===== src/rtl/pbf_pkg.sv =====
package pbf_pkg;
  function automatic int unsigned energy_width(input int unsigned deg);
    return $clog2(deg + 2);
  endfunction
endpackage


===== src/rtl/pbf_energy.sv =====
module pbf_energy #(
  parameter int unsigned DEG = 3,
  parameter int unsigned EW  = pbf_pkg::energy_width(DEG)
) (
  input  logic           cur_bit,
  input  logic           rx_bit,
  input  logic [DEG-1:0] unsat,
  output logic [EW-1:0]  energy_o
);
  logic [EW-1:0] acc;

  always_comb begin
    acc = {{(EW-1){1'b0}}, cur_bit ^ rx_bit};
    for (int i = 0; i < DEG; i++) begin
      acc = acc + {{(EW-1){1'b0}}, unsat[i]};
    end
  end

  assign energy_o = acc;
endmodule


===== src/rtl/pbf_flip_ctl.sv =====
module pbf_flip_ctl #(
  parameter int unsigned EW = 3
) (
  input  logic          iter_en,
  input  logic          stop,
  input  logic          rnd,
  input  logic [EW-1:0] energy,
  input  logic [EW-1:0] e_max,
  output logic          flip
);
  logic at_max;

  assign at_max = (energy == e_max);
  assign flip   = iter_en & ~stop & rnd & at_max;
endmodule


===== src/rtl/pbf_state.sv =====
module pbf_state (
  input  logic clk,
  input  logic rst,
  input  logic init,
  input  logic rx_bit,
  input  logic flip,
  output logic bit_q
);
  always_ff @(posedge clk) begin
    if (rst) begin
      bit_q <= 1'b0;
    end else if (init) begin
      bit_q <= rx_bit;
    end else if (flip) begin
      bit_q <= ~bit_q;
    end
  end


  reset_clear_chk: assert property (@(posedge clk) rst |=> !bit_q);

  init_load_chk: assert property (@(posedge clk) disable iff (rst)
    init |=> (bit_q == $past(rx_bit)));
endmodule


===== src/rtl/pbf_vnode.sv =====
module pbf_vnode #(
  parameter int unsigned DEG        = 3,
  parameter bit          REG_ENERGY = 1'b0,
  localparam int unsigned ENERGY_W  = pbf_pkg::energy_width(DEG)
) (
  input  logic                clk,
  input  logic                rst,
  input  logic                init,
  input  logic                iter_en,
  input  logic                stop,
  input  logic                ch_bit,
  input  logic [DEG-1:0]      chk_unsat,
  input  logic [ENERGY_W-1:0] e_max,
  input  logic                rnd,
  output logic [ENERGY_W-1:0] energy,
  output logic                bit_out
);
  logic [ENERGY_W-1:0] energy_c;
  logic                flip;
  logic                bit_q;

  pbf_energy #(.DEG(DEG), .EW(ENERGY_W)) u_energy (
    .cur_bit (bit_q),
    .rx_bit  (ch_bit),
    .unsat   (chk_unsat),
    .energy_o(energy_c)
  );

  pbf_flip_ctl #(.EW(ENERGY_W)) u_flip (
    .iter_en(iter_en),
    .stop   (stop),
    .rnd    (rnd),
    .energy (energy_c),
    .e_max  (e_max),
    .flip   (flip)
  );

  pbf_state u_state (
    .clk   (clk),
    .rst   (rst),
    .init  (init),
    .rx_bit(ch_bit),
    .flip  (flip),
    .bit_q (bit_q)
  );

  generate
    if (REG_ENERGY) begin : g_energy_reg
      logic [ENERGY_W-1:0] energy_q;
      always_ff @(posedge clk) begin
        if (rst) energy_q <= '0;
        else     energy_q <= energy_c;
      end
      assign energy = energy_q;
    end else begin : g_energy_comb
      assign energy = energy_c;
    end
  endgenerate

  assign bit_out = bit_q;


  energy_range_chk: assert property (@(posedge clk) disable iff (rst)
    energy_c <= ENERGY_W'(DEG + 1));

  flip_taken_chk: assert property (@(posedge clk) disable iff (rst)
    (!init && iter_en && !stop && rnd && (energy_c == e_max)) |=> (bit_out != $past(bit_out)));

  rnd_hold_chk: assert property (@(posedge clk) disable iff (rst)
    (!init && !rnd) |=> $stable(bit_out));

  stop_hold_chk: assert property (@(posedge clk) disable iff (rst)
    (!init && stop) |=> $stable(bit_out));

  strobe_hold_chk: assert property (@(posedge clk) disable iff (rst)
    (!init && !iter_en) |=> $stable(bit_out));
endmodule


===== config.mk =====
export PLATFORM = sky130hd
export DESIGN_NAME = pbf_vnode
export DESIGN_NICKNAME = d
export VERILOG_FILES = /design/src/rtl/pbf_pkg.sv /design/src/rtl/pbf_energy.sv /design/src/rtl/pbf_flip_ctl.sv /design/src/rtl/pbf_state.sv /design/src/rtl/pbf_vnode.sv
export SDC_FILE = /design/constraint.sdc
export NUM_CORES = 1
export LEC_CHECK = 0
export ABC_AREA = 1
export BUFFER_PORTS_ARGS = -buffer_cell sky130_fd_sc_hd__buf_2
export CAP_MARGIN = 10
export CORE_AREA = 2 2 39 41
export CTS_BUF_LIST = sky130_fd_sc_hd__clkbuf_16
export CTS_CLUSTER_SIZE = 28
export DETAILED_ROUTE_END_ITERATION = 16
export DIE_AREA = 0 0 41 43
export GPL_ROUTABILITY_DRIVEN = 0
export PLACE_DENSITY = 0.42
export RECOVER_POWER = 25
export SYNTH_ARGS = -nofsm -noshare
export SYNTH_HDL_FRONTEND = slang
export SYNTH_SLANG_ARGS = --single-unit
export TNS_END_PERCENT = 10

===== constraint.sdc =====
create_clock -name clk -period 8.2 [get_ports clk]
set_input_delay 2.46 -clock clk [delete_from_list [all_inputs] [get_ports clk]]
set_output_delay 2.46 -clock clk [all_outputs]
set_load 0.005 [all_outputs]

; ---- Yosys cells after proc, flatten, opt, wreduce, memory -nomap -nowiden
; Cells that the tools add are included.
[totals]
register_bits = 1
latchBits = 0
ram_bits = 0
romBits = 0
inputBits = 13
word_cells = 14
mem_count = 0
[op_classes]
addsub = 3
n_mul = 0
div_mod_pow = 0
order_cmp = 0
n_eq_ne = 1
shift = 0
n_mux = 2
n_bitwise = 6
reduce_logical = 1
[op_table]
columns = operator, count
row1 = 3-bit by 1-bit adder with 3-bit output, 2
row2 = 1-bit bitwise AND, 3
row3 = 3-bit equality test, 1
row4 = 1-bit by 1-bit adder with 2-bit output, 1
row5 = 1-bit 2-to-1 mux, 2
row6 = 1-bit NOT, 2
row7 = 2-bit nonzero test, 1
row8 = 1-bit bitwise XOR, 1

; ---- Depth between registers and ports, before layout
[depth]
word_depth = 8
ltp_mapped = 14
mapped_depth_nobuf = 14

; ---- By module
; From an unflattened synthesis, not the netlist that was laid out.
[hier_totals]
cells_unflattened = 27
hier_area_um2 = 167.7
[by_module_without_submodules]
columns = mod, n_inst, cells_per_inst, area_per_inst_um2, seq_area_each_um2
row1 = pbf_energy, 1, 8, 63.8, 0.0
row2 = pbf_state, 1, 9, 55.1, 20.0
row3 = pbf_flip_ctl, 1, 10, 48.8, 0.0

; ---- Least setup slack after synthesis
; No wires, ideal clock.
[synth_path]
kind = input port to output port
startpoint = input port ch_bit
endpoint = output port energy[1]
arrival_ns = 3.530
path_slack_ns = 2.210
cell_stages = 6
path_buffers = 0
cell_sequence = xor2_1 ha_1 inv_1 fa_1 inv_1 ha_1
[synth_between]
elab_chain_len = 4
[synth_rtl]
columns = element, line_no
row1 = from (decl), pbf_vnode.sv:11  ; input logic ch_bit,
row2 = 1-bit bitwise XOR, pbf_energy.sv:13  ; acc = {{(EW-1){1'b0}}, cur_bit ^ rx_bit};
row3 = 1-bit by 1-bit adder with 2-bit output, pbf_energy.sv:15  ; acc = acc + {{(EW-1){1'b0}}, unsat[i]};
row4 = 3-bit by 1-bit adder with 3-bit output (2 in a row), pbf_energy.sv:15
row5 = to (decl), pbf_vnode.sv:15  ; output logic [ENERGY_W-1:0] energy,
; No other way between the ends.

; ---- Worst setup path after layout
; Ends and elaborated chain as after synthesis.

==> results.toml <==
[run_status]
status = "finished clean"

[floorplan]
fp-row-count = 14
die_w_um = 41
io_pins = 17
die-area_um2 = 1760
core_um2 = 1380
start_util_pct = 15.7
die_h_um = 43

[power]
p_leak_nw = 0.217
intPower_w = 0.0000158
comb_power_share_pct = 78.8
peakVddDrop_v = 0.0000367
p_sw_share_pct = 42.7
clkPwrFrac_pct = 0
power.switching_w = 0.0000118
power_frac_seq_pct = 21.2
cellPowerDensity_nw_per_um2 = 86.8

[timing]
skew_ns = 0
rsz0062_at_grt = "no"
fmax_ghz = 0.159
setup-tns-final_ns = 0
tightest_slew_ns = 0.135
finalSetupViolations = 0
slew_violations = 0
min_period_ns = 6.27
final_hold_viol_count = 0
fin_crit_sh_pct = 76.5
slew_headroom_pct = 90.9

[yosys]
syn_inst = 38
synth_area_per_cell_um2 = 5.73
ys.warnings.count = 0
synth_area_um2 = 218
ys_types = 14
yosysSeqAreaShare_pct = 9.20
synth_nets = 54
ys_ff_latch = 1

[critical_path]
rr_startpoint = "u_state.bit_q"
cp.arrival_ns = 3.81
critical_path_required_ns = 5.74
cp_max_fo = 3
crit_start = "ch_bit"
end_kind = "output port"
startpoint_type = "input pin"
critical_path_class = "input pin to output port"
r2r_slack_ns = 6.15

[flow_run]
max_cap_viol_count = 0

[cts]
post_cts_buffers = 0
ctsResizeCount = 0
clock_latency_ns = 0
cts.clk_slew.worst_paths_ns = 0
cts_hold_buf = 0

[layout]
final_common_cell = "buf_2"
diodes = 0
regMostFlops = "u_state.bit_q"
syn_to_final_growth_pct = 46.0
final_net_count = 72
final_cell_mix = "buf_2, inv_1, nand2_1"
top_regs = "u_state.bit_q (1)"
finalNonFillerCells = 70
largest_reg_flops = 1
drive_above_1_share_pct = 40.7

[global_route]
track_usage_pct = 4.80
antenna_found_initial = 0
grt_max_degree = 5
grt_overflow = 0
grt_pass1_vias = 189
grt_pass1_wl_um = 634

[placed_design]
io_buffer_count = 16
dp_cells = 70
dp_hpwl_um = 407

[route]
routed_wl_um = 415
vias = 240
drc_errors = 0
via_per_inst = 3.43
drt_iter0_drc = 3
postRouteAntennaNets = 0
wl_per_cell_um = 5.93
firstDrtPassIters = 2

[min_path]
hp-class = "flop to flop"
min_from = "u_state.bit_q"
-- synthesized netlist by cell type --
cell	n	share of area, %
nand2_2	2	5.7
dfxtp_1	1	9.2
ha_1	2	11
inv_2	1	1.7
nor2_2	2	5.7
inv_1	13	22
nand3_1	1	2.3
o21ai_0	1	2.3
nand3_2	1	4.6
nand2_1	10	17
nor2_1	1	1.7
xor2_1	1	4.0
a21oi_1	1	2.3
fa_1	1	9.2
-- stage by stage --
stage               util [%]  hold slack (ns)  instance area [µm²]   power, W  setup slack (ns)
global placement        23.0            0.586                  318  0.0000279              1.93
finish                  23.0            0.585                  318  0.0000276              1.93
global route            23.0            0.647                  318  0.0000309              1.86
CTS                     23.0            0.591                  318  0.0000282              1.91
floorplan                  -            0.572                  218  0.0000201              2.21
detailed placement      23.0            0.590                  318  0.0000281              1.91
-- final timing paths --
path	end	depth (start not counted)
worst min-delay path	u_state.bit_q	4
worst max register to register	u_state.bit_q	12
worst min register to register	u_state.bit_q	4
worst max-delay path	energy[1]	8
-- layout make-up --
cell class / instances / area, µm²
tap: 16 / 20.0
timing repair buffer: 16 / 80.1
sequential: 1 / 20.0
inverter: 14 / 52.6
fill: 162 / 1070
multi-input combinational: 23 / 145
-- layer usage --
layer / global-route usage (%) / vias to the layer above / share of wire, %
met5: 0 / - / 0
li1: - / 139 / -
met1: 6.69 / 91 / 45
met4: 0 / 0 / 0
met3: 0 / 0 / 9.2
met2: 8.44 / 10 / 45
-- power by group through the flow --
stage          Sequential, W  Combinational (W)  Clock, W
3_3_place_gp      0.00000583          0.0000221         0
4_1_cts           0.00000583          0.0000223         0
6_report          0.00000584          0.0000218         0
3_5_place_dp      0.00000582          0.0000223         0
2_1_floorplan     0.00000583          0.0000142         0
5_1_grt           0.00000588          0.0000250         0
-- critical path: stages --
cell    delay (ns)
buf_2         0.11
xor2_1        0.14
ha_1          0.27
inv_1         0.04
fa_1          0.35
inv_1         0.06
ha_1          0.24
buf_2         0.14
-- kinds of logic (layout without fill, tap and decap cells) --
logic type	Yosys count	in the layout	synth area share, %
compound gates	2	2	4.59
buf+inv	14	30	24.1
fa+ha+maj	3	3	20.7
flops	1	1	9.20
simple gates	17	17	37.4
xor+xnor	1	1	4.02
Note: power is estimated with default switching activity, not from simulation.
